==> src/rtl/pos_tracker_pkg.sv <==
// Shared constants and types for the position tracker.
// Assumes a 4-bit register address space.
package pos_tracker_pkg;

    localparam int ADDR_W  = 4;
    localparam int NUM_EVT = 2;   // flag 0: timer expiry, flag 1: index

    localparam logic [ADDR_W-1:0] ADR_CTRL   = 4'd0;
    localparam logic [ADDR_W-1:0] ADR_INIT   = 4'd1;
    localparam logic [ADDR_W-1:0] ADR_MAX    = 4'd2;
    localparam logic [ADDR_W-1:0] ADR_POS    = 4'd3;
    localparam logic [ADDR_W-1:0] ADR_PERIOD = 4'd4;
    localparam logic [ADDR_W-1:0] ADR_TIMER  = 4'd5;
    localparam logic [ADDR_W-1:0] ADR_TLATCH = 4'd6;
    localparam logic [ADDR_W-1:0] ADR_ILATCH = 4'd7;
    localparam logic [ADDR_W-1:0] ADR_FLAGS  = 4'd8;
    localparam logic [ADDR_W-1:0] ADR_IRQEN  = 4'd9;
    localparam logic [ADDR_W-1:0] ADR_CLEAR  = 4'd10;

    localparam int CTRL_W    = 4;
    localparam int INIT_BIT  = 4;   // self-clearing software-init request

    typedef struct packed {
        logic rel_mode;    // bit 3
        logic latch_on_to; // bit 2
        logic tmr_run;     // bit 1
        logic cnt_en;      // bit 0
    } ctrl_t;

endpackage

==> src/rtl/pos_count_core.sv <==
// Position counter core.
// Next value priority: direct load, software init, relative reset, count step.
// Counting up from max (or above) wraps to zero; down from zero wraps to max.
// Assumes at most one count step per cycle.
module pos_count_core #(
    parameter int W = 32
) (
    input  logic         clk,
    input  logic         rst_n,
    input  logic         cnt_en,
    input  logic         pulse,
    input  logic         up,
    input  logic         load,
    input  logic [W-1:0] load_val,
    input  logic         init,
    input  logic [W-1:0] init_val,
    input  logic         rel_clr,
    input  logic [W-1:0] max_val,
    output logic [W-1:0] pos
);

    localparam logic [W-1:0] ONE = {{(W-1){1'b0}}, 1'b1};

    logic [W-1:0] pos_nxt;
    logic         step;

    assign step = cnt_en && pulse;

    // Select the next position by priority
    always_comb begin
        pos_nxt = pos;
        if (load)
            pos_nxt = load_val;
        else if (init)
            pos_nxt = init_val;
        else if (rel_clr)
            pos_nxt = '0;
        else if (step) begin
            if (up)
                pos_nxt = (pos >= max_val) ? '0 : pos + ONE;
            else
                pos_nxt = (pos == '0) ? max_val : pos - ONE;
        end
    end

    // Position register
    always_ff @(posedge clk) begin
        if (!rst_n)
            pos <= '0;
        else
            pos <= pos_nxt;
    end

    a_r4_wrap_up: assert property (@(posedge clk) disable iff (!rst_n)
        (!load && !init && !rel_clr && step && up && pos >= max_val) |=> (pos == '0));

    a_r4_wrap_down: assert property (@(posedge clk) disable iff (!rst_n)
        (!load && !init && !rel_clr && step && !up && pos == '0) |=> (pos == $past(max_val)));

    a_r3_gated: assert property (@(posedge clk) disable iff (!rst_n)
        (!load && !init && !rel_clr && !step) |=> $stable(pos));

    a_r11_load: assert property (@(posedge clk) disable iff (!rst_n)
        load |=> (pos == $past(load_val)));

endmodule

==> src/rtl/pos_unit_timer.sv <==
// Unit timer: counts clocks while running and expires when the count equals
// the period, restarting at zero. Holds while stopped; the count is writable
// only while stopped. Assumes the period is not changed below the count.
module pos_unit_timer #(
    parameter int W = 32
) (
    input  logic         clk,
    input  logic         rst_n,
    input  logic         run,
    input  logic [W-1:0] period,
    input  logic         wr,
    input  logic [W-1:0] wdata,
    output logic [W-1:0] tcount,
    output logic         expire
);

    localparam logic [W-1:0] ONE = {{(W-1){1'b0}}, 1'b1};

    assign expire = run && (tcount == period);

    // Timer count register
    always_ff @(posedge clk) begin
        if (!rst_n)
            tcount <= '0;
        else if (run)
            tcount <= expire ? '0 : tcount + ONE;
        else if (wr)
            tcount <= wdata;
    end

    a_r5_restart: assert property (@(posedge clk) disable iff (!rst_n)
        expire |=> (tcount == '0));

    a_r6_hold: assert property (@(posedge clk) disable iff (!rst_n)
        (!run && !wr) |=> $stable(tcount));

    a_r6_wr_ignored: assert property (@(posedge clk) disable iff (!rst_n)
        (run && !expire) |=> (tcount == $past(tcount) + ONE));

endmodule

==> src/rtl/pos_event_flags.sv <==
// Sticky event flags with write-one-to-clear and per-bit interrupt enable.
// A set event beats a clear of the same bit in the same cycle.
module pos_event_flags #(
    parameter int N = 2
) (
    input  logic         clk,
    input  logic         rst_n,
    input  logic [N-1:0] set,
    input  logic         clr_wr,
    input  logic [N-1:0] clr_mask,
    input  logic [N-1:0] irq_en,
    output logic [N-1:0] flags,
    output logic         irq
);

    logic [N-1:0] clr_eff;

    assign clr_eff = clr_wr ? clr_mask : '0;

    // Flag register: clear first, then set so that set wins
    always_ff @(posedge clk) begin
        if (!rst_n)
            flags <= '0;
        else
            flags <= (flags & ~clr_eff) | set;
    end

    // Interrupt from enabled flags
    assign irq = |(flags & irq_en);

    a_r10_set_wins: assert property (@(posedge clk) disable iff (!rst_n)
        (set != '0) |=> ((flags & $past(set)) == $past(set)));

    a_r10_clear: assert property (@(posedge clk) disable iff (!rst_n)
        clr_wr |=> ((flags & $past(clr_mask & ~set)) == '0));

endmodule

==> src/rtl/pos_tracker.sv <==
// Position tracker top: register file, position counter, unit timer,
// timeout and index latches, and event flags with interrupt.
// Assumes one register access per cycle and combinational reads.
module pos_tracker
    import pos_tracker_pkg::*;
#(
    parameter int W = 32
) (
    input  logic              clk,
    input  logic              rst_n,
    input  logic              cnt_pulse,
    input  logic              cnt_dir,
    input  logic              index_pulse,
    input  logic              reg_wr,
    input  logic [ADDR_W-1:0] reg_addr,
    input  logic [W-1:0]      reg_wdata,
    output logic [W-1:0]      reg_rdata,
    output logic              irq
);

    ctrl_t               ctrl_q;
    logic [W-1:0]        init_q, max_q, period_q, tlatch_q, ilatch_q;
    logic [NUM_EVT-1:0]  irqen_q;
    logic [W-1:0]        pos, tcount;
    logic [NUM_EVT-1:0]  flags;
    logic                expire;
    logic                wr_ctrl, wr_pos, wr_timer, wr_clear, sw_init;

    assign wr_ctrl  = reg_wr && (reg_addr == ADR_CTRL);
    assign wr_pos   = reg_wr && (reg_addr == ADR_POS);
    assign wr_timer = reg_wr && (reg_addr == ADR_TIMER);
    assign wr_clear = reg_wr && (reg_addr == ADR_CLEAR);
    assign sw_init  = wr_ctrl && reg_wdata[INIT_BIT];

    // Configuration registers
    always_ff @(posedge clk) begin
        if (!rst_n) begin
            ctrl_q   <= '0;
            init_q   <= '0;
            max_q    <= '1;
            period_q <= '0;
            irqen_q  <= '0;
        end else if (reg_wr) begin
            case (reg_addr)
                ADR_CTRL:   ctrl_q   <= ctrl_t'(reg_wdata[CTRL_W-1:0]);
                ADR_INIT:   init_q   <= reg_wdata;
                ADR_MAX:    max_q    <= reg_wdata;
                ADR_PERIOD: period_q <= reg_wdata;
                ADR_IRQEN:  irqen_q  <= reg_wdata[NUM_EVT-1:0];
                default: ;
            endcase
        end
    end

    pos_count_core #(.W(W)) u_count (
        .clk      (clk),
        .rst_n    (rst_n),
        .cnt_en   (ctrl_q.cnt_en),
        .pulse    (cnt_pulse),
        .up       (cnt_dir),
        .load     (wr_pos),
        .load_val (reg_wdata),
        .init     (sw_init),
        .init_val (init_q),
        .rel_clr  (expire && ctrl_q.rel_mode),
        .max_val  (max_q),
        .pos      (pos)
    );

    pos_unit_timer #(.W(W)) u_timer (
        .clk    (clk),
        .rst_n  (rst_n),
        .run    (ctrl_q.tmr_run),
        .period (period_q),
        .wr     (wr_timer),
        .wdata  (reg_wdata),
        .tcount (tcount),
        .expire (expire)
    );

    // Timeout latch: capture position on expiry when enabled
    always_ff @(posedge clk) begin
        if (!rst_n)
            tlatch_q <= '0;
        else if (expire && ctrl_q.latch_on_to)
            tlatch_q <= pos;
    end

    // Index latch: capture position on each index event
    always_ff @(posedge clk) begin
        if (!rst_n)
            ilatch_q <= '0;
        else if (index_pulse)
            ilatch_q <= pos;
    end

    pos_event_flags #(.N(NUM_EVT)) u_flags (
        .clk      (clk),
        .rst_n    (rst_n),
        .set      ({index_pulse, expire}),
        .clr_wr   (wr_clear),
        .clr_mask (reg_wdata[NUM_EVT-1:0]),
        .irq_en   (irqen_q),
        .flags    (flags),
        .irq      (irq)
    );

    // Read multiplexer
    always_comb begin
        case (reg_addr)
            ADR_CTRL:   reg_rdata = {{(W-CTRL_W){1'b0}}, ctrl_q};
            ADR_INIT:   reg_rdata = init_q;
            ADR_MAX:    reg_rdata = max_q;
            ADR_POS:    reg_rdata = pos;
            ADR_PERIOD: reg_rdata = period_q;
            ADR_TIMER:  reg_rdata = tcount;
            ADR_TLATCH: reg_rdata = tlatch_q;
            ADR_ILATCH: reg_rdata = ilatch_q;
            ADR_FLAGS:  reg_rdata = {{(W-NUM_EVT){1'b0}}, flags};
            ADR_IRQEN:  reg_rdata = {{(W-NUM_EVT){1'b0}}, irqen_q};
            default:    reg_rdata = '0;
        endcase
    end

    a_r7_latch: assert property (@(posedge clk) disable iff (!rst_n)
        (expire && ctrl_q.latch_on_to) |=> (tlatch_q == $past(pos)));

    a_r7_no_latch: assert property (@(posedge clk) disable iff (!rst_n)
        !(expire && ctrl_q.latch_on_to) |=> $stable(tlatch_q));

    a_r8_rel_clear: assert property (@(posedge clk) disable iff (!rst_n)
        (expire && ctrl_q.rel_mode && !wr_pos && !sw_init) |=> (pos == '0));

    a_r9_index: assert property (@(posedge clk) disable iff (!rst_n)
        index_pulse |=> (ilatch_q == $past(pos) && flags[1]));

endmodule

==> config.mk <==
export PLATFORM = sky130hd
export DESIGN_NAME = pos_tracker
export DESIGN_NICKNAME = d
export VERILOG_FILES = /design/src/rtl/pos_tracker_pkg.sv /design/src/rtl/pos_count_core.sv /design/src/rtl/pos_unit_timer.sv /design/src/rtl/pos_event_flags.sv /design/src/rtl/pos_tracker.sv
export SDC_FILE = /design/constraint.sdc
export NUM_CORES = 1
export LEC_CHECK = 0
export ABC_AREA = 0
export BUFFER_PORTS_ARGS = -buffer_cell sky130_fd_sc_hd__buf_2
export CAP_MARGIN = 20
export CORE_MARGIN = 2
export CORE_UTILIZATION = 51
export CTS_BUF_LIST = sky130_fd_sc_hd__clkbuf_16
export CTS_CLUSTER_SIZE = 28
export DETAILED_ROUTE_END_ITERATION = 12
export PLACE_DENSITY = 0.75
export SLEW_MARGIN = 10
export SYNTH_ARGS = -nofsm -noshare
export SYNTH_HDL_FRONTEND = slang
export SYNTH_HIERARCHICAL = 1
export SYNTH_SLANG_ARGS = --single-unit
==> constraint.sdc <==
create_clock -name clk -period 2.98 [get_ports clk]
set_clock_uncertainty 0.2 [all_clocks]
set_input_delay 0.447 -clock clk [delete_from_list [all_inputs] [get_ports clk]]
set_output_delay 0.447 -clock clk [all_outputs]
set_load 0.1 [all_outputs]
==> results of run 1 <==
routing by layer:
layer / GRT usage [%] / vias to the layer above / part of all wire (%)
met5: 0 / - / 0
met4: 19.9 / 0 / 6.0
met3: 7.97 / 273 / 13
met2: 59.8 / 1267 / 42
met1: 55.3 / 7987 / 40
li1: - / 7369 / -
cells in the final DEF (no fill, tap or decap), types with 11 or more instances in the layout:
cell type	n
nor2_1	104
xnor2_1	54
buf_12	42
and3_1	27
nand3_1	82
o21ai_0	30
nand2_1	368
o221ai_1	24
a221oi_2	14
nor3_1	34
o211ai_1	24
nand4_1	36
mux2i_1	81
nor2b_1	46
a21oi_1	87
a21boi_0	34
dfxtp_1	228
ha_1	36
a21boi_1	64
o22ai_1	11
buf_2	43
clkbuf_16	28
a22oi_1	14
inv_1	84
buf_4	257
mux2_2	15
a31oi_1	36
xor2_1	22
cell type report:
type                       count  area [µm²]  area share [%]
clock buffer                  27         676            3.50
inverter                      82         310            1.61
tap                          384         480            2.49
sequential                   232        4650            24.1
multi-input combinational   1470        9860            51.1
clock inverter                23         233            1.21
timing repair buffer         350        3090            16.0
registers in the layout, indices dropped and copies added (netlist names):
register	cells
ilatch_q	32
init_q	32
max_q	32
period_q	32
tlatch_q	32
u_count/pos	32
u_timer/tcount	32
ctrl_q	4
irqen_q	2
u_flags/flags	2
cells in the mapped netlist, types with 44 or more instances:
cell,instances
inv_1,79
clkbuf_1,80
a21boi_1,64
xnor2_1,61
nand3_1,83
nor2_1,106
a21oi_1,94
buf_2,44
mux2i_1,81
nor2b_1,47
dfxtp_1,232
nand2_1,368
power by group through the flow:
stage | Sequential [mW] | Clock, mW | Combinational (mW)
final | 3.20 | 3.50 | 1.94
after global routing | 3.21 | 3.61 | 2.03
after CTS | 3.20 | 3.48 | 1.84
after detailed placement | 3.27 | 0 | 1.81
after global placement | 3.26 | 0 | 1.79
after floorplan | 3.27 | 0 | 1.12
what timing repair did:
action | in CTS | in global routing
hold buffers | 0 | 0
gates resized for setup | 29 | 49
gates cloned | 1 | 1
setup buffers | 8 | 3
pin swaps | 7 | 30
setup endpoints to repair | 32 | 31
critical path, delay by kind of cell (launching register included):
| family | cells | cell delay (ns) |
|---|---|---|
| buffers and inverters | 5 | 0.71 |
| AND/OR/NAND/NOR | 6 | 0.96 |
| flip-flops | 1 | 0.33 |
| XOR/XNOR | 1 | 0.23 |
| AO/OA/AOI/OAI | 3 | 0.43 |
cell families after synthesis:
| logic type | synth area share (%) |
|---|---|
| buffers and inverters | 6.98 |
| adder cells (fa/ha/maj) | 2.99 |
| XOR/XNOR | 4.82 |
| AO/OA/AOI/OAI | 21.6 |
| flip-flops | 30.8 |
| multiplexers | 8.29 |
| AND/OR/NAND/NOR | 24.5 |
worst max-delay path by stage:
stage | start | endpoint | slack (ns) | depth (start not counted)
2_1_floorplan | reg_addr[0] | reg_rdata[12] | -0.35 | 4
3_3_place_gp | period_q[5] | u_count/pos[13] | -0.34 | 14
3_5_place_dp | u_timer/tcount[5] | u_count/pos[27] | -0.43 | 12
4_1_cts | max_q[2] | u_count/pos[28] | 0.004 | 10
5_1_grt | period_q[5] | u_count/pos[27] | -0.09 | 15
6_report | period_q[5] | u_count/pos[24] | -0.03 | 15
==> flow_summary_export.csv, run 1 <==
group,metric,value,unit
synth,ys_seq_area_share,30.8,%
layout,layout.cells.non_filler,2568,
global_route,grt_pass1_wl,95400,µm
synth,synth_warnings,6,
route,drtIter0Drc,2783,
synth,synth_top_area_cell,"dfxtp_1",
route,drcViolationCount,0,
cts,clk_latency,0.55,ns
placement,pre_cts_ws,-0.429,ns
critical_path,worst_path_largest_cell_delay,0.39,ns
route,drtAntennaViolNets,0,
timing,setup_viol,6,
route,via_count,16900,
synth,synth_flop_cell,"dfxtp_1",
cts,numClockSinks,232,
hold_path,min_to,"init_q[6]",
timing,holdWs,0.0141,ns
power,comb_power_share,22.5,%
timing,maxSlewHeadroom,49.1,%
power,p_sw_share,30.8,%
critical_path,crit_slowest_cell,"nor4_2",
critical_path,timing.rr.start,"period_q[5]",
status,violations,"negative setup slack",
critical_path,startpoint_type,"flip-flop",
synth,synth_cells,1932,
critical_path,path_cells,"xnor2_2, nand4_1, nor4_2, buf_4, nand3_4, inv_4, and2_4, nor2_4, buf_6, nand4_1, buf_6, a21oi_4, buf_6, a221oi_4, a21oi_2",
critical_path,critPathKind,"reg2reg",
timing,fin_crit,3.01,ns
timing,finalMaxSlewViolations,0,
synth,synth_edf_count,0,
synth,yosys.area.top_type_share,30.8,%
layout,utilization,66.7,%
global_route,grt_pass1_vias,15800,
power,p_sw,2.66,mW
critical_path,critPathMaxFanout,7,
timing,max_freq,333,MHz
critical_path,worstPathArrival,3.22,ns
synth,synthTopCellsByArea,"dfxtp_1 (31%), nand2_1 (9.2%), mux2i_1 (5.4%), xnor2_1 (3.5%), a21boi_1 (3.2%)",
placement,place_area,17900,µm²
route,post_drt_wl_per_cell,24.8,µm
cts,cts_made_buffers,27,
critical_path,r2r.worst_path.cells,15,
critical_path,end_kind,"flip-flop",
hold_path,hp-start,"reg_wdata[6]",
floorplanning,start_util,52.1,%
route,dr.pass1.iters,8,
timing,setup_tns,-0.0845,ns
floorplanning,die_area,31000,µm²
timing,finalCritPeriodShare,101,%
timing,rsz0062_at_grt,"true",
cts,clockBufferDepth,3,
synth,syn_nets,2010,
critical_path,worstPathRequired,3.19,ns
layout,fin_nets,2241,
cts,clkTransAtPathRegs,0.06,ns
timing,worstMarginPinSlew,0.760,ns
critical_path,timing.rr.end,"u_count/pos[24]",
power,power_frac_seq,37.0,%
floorplanning,die_h,176,µm
global_route,grt_overflow_total,0,
layout,nFillCells,2444,
critical_path,critPathMostFrequentCell,"buf_6",
cts,cts_root_buf,"clkbuf_16",
layout,final_cell_area,19300,µm²
placement,post-place-cells,2506,
power,p_per_area,448,nW/µm²
floorplanning,ios,75,
power,internal_power,5.98,mW
route,drt-total-wl,63800,µm
critical_path,ff2ff_setup_slack,-0.03,ns
synth,ys_seq_elements,232,
layout,antennaDiodeCount,0,
timing,final_hold_viol_count,0,
floorplanning,num_rows,62,
layout,drive_gt1_share,23.4,%
run,max_cap_violations,0,
power,pwr-share-clk,40.5,%
status,status,"finished, violations left",
synth,async_flop_share,0,%
placement,gp_congestion,1.02,
cts,cts_tree,"done",
placement,hpwlAfterDp,47000,µm
route,routed_via_density,6.58,
global_route,antenna_found_initial,0,
synth,syn_avg_cell_area,7.81,µm²
layout,syn2layout_area_growth,28.0,%
floorplanning,core_area,28900,µm²
cts,htreeDepth,1,
synth,syn-cell-area,15100,µm²
power,p_total,8.64,mW
floorplanning,fp.dieW,176,µm
placement,numPortBuffers,74,
hold_path,hold_class,"in2reg",
global_route,grtUsageTotal,40.1,%
hold_path,holdPathStages,3,
global_route,grt_max_degree,77,
power,leakage,8.19,nW
power,vdd_drop_max,0.524,mV
synth,ys_types,91,
timing,setup_slack,-0.0272,ns
Note: power is estimated with default switching activity, not from simulation.
==> run 2: changes to the inputs <==
--- a/config.mk
+++ b/config.mk
@@ -10,7 +10,6 @@
 export CAP_MARGIN = 20
 export CORE_MARGIN = 2
 export CORE_UTILIZATION = 51
-export CTS_BUF_LIST = sky130_fd_sc_hd__clkbuf_16
 export CTS_CLUSTER_SIZE = 28
 export DETAILED_ROUTE_END_ITERATION = 12
 export PLACE_DENSITY = 0.75
==> flow_summary_export.csv, run 2 (synthesis gave the netlist of run 1 again) <==
group,metric,value,unit
status,status,"finished, violations left",
status,violations,"negative setup slack",
global_route,grt_max_degree,77,
floorplanning,die_area,31000,µm²
critical_path,path_cells,"xnor2_2, nand4_1, nor4_2, buf_4, nand3_4, inv_4, and2_4, or2_2, nor2_4, buf_4, a221o_1, a41oi_1, o32ai_1",
power,vdd_drop_max,0.524,mV
power,leakage,8.19,nW
critical_path,critPathMostFrequentCell,"buf_4",
placement,hpwlAfterDp,47000,µm
hold_path,hold_class,"in2reg",
layout,drive_gt1_share,23.5,%
placement,gp_congestion,1.02,
route,routed_via_density,6.60,
timing,worstMarginPinSlew,0.774,ns
timing,holdWs,0.0152,ns
global_route,antenna_found_initial,1,
timing,finalMaxSlewViolations,0,
cts,clk_latency,0.55,ns
timing,finalCritPeriodShare,101,%
global_route,grtUsageTotal,40.3,%
critical_path,crit_slowest_cell,"nor4_2",
layout,final_common_cell,"nand2_1",
floorplanning,die_h,176,µm
critical_path,worstPathRequired,3.21,ns
layout,fin_nets,2241,
cts,cts_tree,"done",
critical_path,critPathMaxFanout,10,
timing,setup_slack,-0.0186,ns
cts,ctsHoldBuffers,0,
floorplanning,core_area,28900,µm²
floorplanning,num_rows,62,
floorplanning,fp.dieW,176,µm
cts,clockBufferDepth,3,
critical_path,startpoint_type,"flip-flop",
global_route,grt_pass1_wl,95900,µm
route,dr.pass1.iters,7,
route,drtAntennaViolNets,0,
critical_path,crit_buf_inv,3,
timing,maxSlewHeadroom,48.2,%
critical_path,end_kind,"flip-flop",
placement,numPortBuffers,74,
floorplanning,ios,75,
cts,htreeDepth,1,
timing,final_hold_viol_count,0,
critical_path,worstPathArrival,3.23,ns
run,max_cap_violations,0,
cts,clkTransAtPathRegs,0.06,ns
critical_path,worst_path_largest_cell_delay,0.39,ns
cts,cts_root_buf,"clkbuf_16",
placement,place_area,17900,µm²
cts,cts_made_buffers,27,
critical_path,cp_top_family,"simple AND/OR/NAND/NOR gates",
timing,max_freq,333,MHz
layout,antennaDiodeCount,0,
global_route,grt_pass1_vias,15800,
timing,setup_viol,5,
cts,numClockSinks,232,
critical_path,critPathKind,"reg2reg",
layout,final_cell_mix,"nand2_1 (368), buf_4 (257), dfxtp_1 (230), nor2_1 (104), a21oi_1 (86)",
route,post_drt_wl_per_cell,24.9,µm
layout,final_cell_area,19400,µm²
timing,rsz0062_at_grt,"true",
route,drtIter0Drc,2650,
global_route,grt_overflow_total,0,
route,drcViolationCount,0,
layout,syn2layout_area_growth,28.5,%
route,via_count,16900,
route,drt-total-wl,64000,µm
floorplanning,start_util,52.1,%
power,p_per_area,455,nW/µm²
timing,fin_crit,3.00,ns
[run 2: changes by cell type in the layout (fill, tap and decap cells not counted), sizes merged]
cell	before	now
clkbuf	28	40
clkinv	13	7
inv	87	81
[run 2: timing repair]
item / in CTS / in global routing
gates cloned: 1 / 1
pin swaps: 7 / 25
endpoints found under the setup margin: 32 / 31
resized for setup: 29 / 49
buffers inserted: 8 / 3
[run 2: stage by stage]
step	TNS, ns	instances	power (mW)	worst slack (ns)	utilization (%)
3_3_place_gp	-5.42	2506	5.06	-0.340	61.8
2_1_floorplan	-2.89	1932	4.40	-0.346	-
5_1_grt	-0.783	2568	9.03	-0.0980	67.0
6_report	-0.0663	2568	8.82	-0.0186	67.0
4_1_cts	0	2565	8.71	0.00313	65.9
3_5_place_dp	-7.05	2506	5.08	-0.429	61.8
[run 2: worst register-to-register path: cells and delay by family (launching register included)]
kind	cells	cell delay, ns
simple gates	6	1.10
compound gates	3	0.61
buf+inv	3	0.43
flops	1	0.33
xor+xnor	1	0.23
[run 2: metal layers]
layer / wire length, µm / share of wire, % / vias to the layer above / global-route usage (%)
li1: - / - / 7364 / -
met1: 25100 / 39 / 8018 / 55.6
met2: 27200 / 42 / 1308 / 60.3
met3: 8260 / 13 / 247 / 7.90
met4: 3510 / 5.5 / 0 / 19.5
met5: 0 / 0 / - / 0
[run 2: area by class of cell]
cell class | instances | area [µm²]
multi-input combinational | 1470 | 9880
clock buffer | 39 | 781
inverter | 82 | 310
clock inverter | 11 | 188
tap | 384 | 480
timing repair buffer | 350 | 3100
fill | 2430 | 9550
sequential | 232 | 4650
[run 2: power breakdown]
part,switching [mW],internal [mW]
combinational,1.20,0.753
clock,1.42,2.25
sequential,0.0455,3.16
total,2.66,6.16
[run 2: path summary, 6_finish.rpt]
| path | startpoint | endpoint | slack, ns | cells after the start |
|---|---|---|---|---|
| max | period_q[5] | u_count/pos[5] | -0.02 | 13 |
| min | reg_wdata[6] | init_q[6] | 0.02 | 3 |
| max reg2reg | period_q[5] | u_count/pos[5] | -0.02 | 13 |
| min reg2reg | tlatch_q[26] | tlatch_q[26] | 0.26 | 2 |
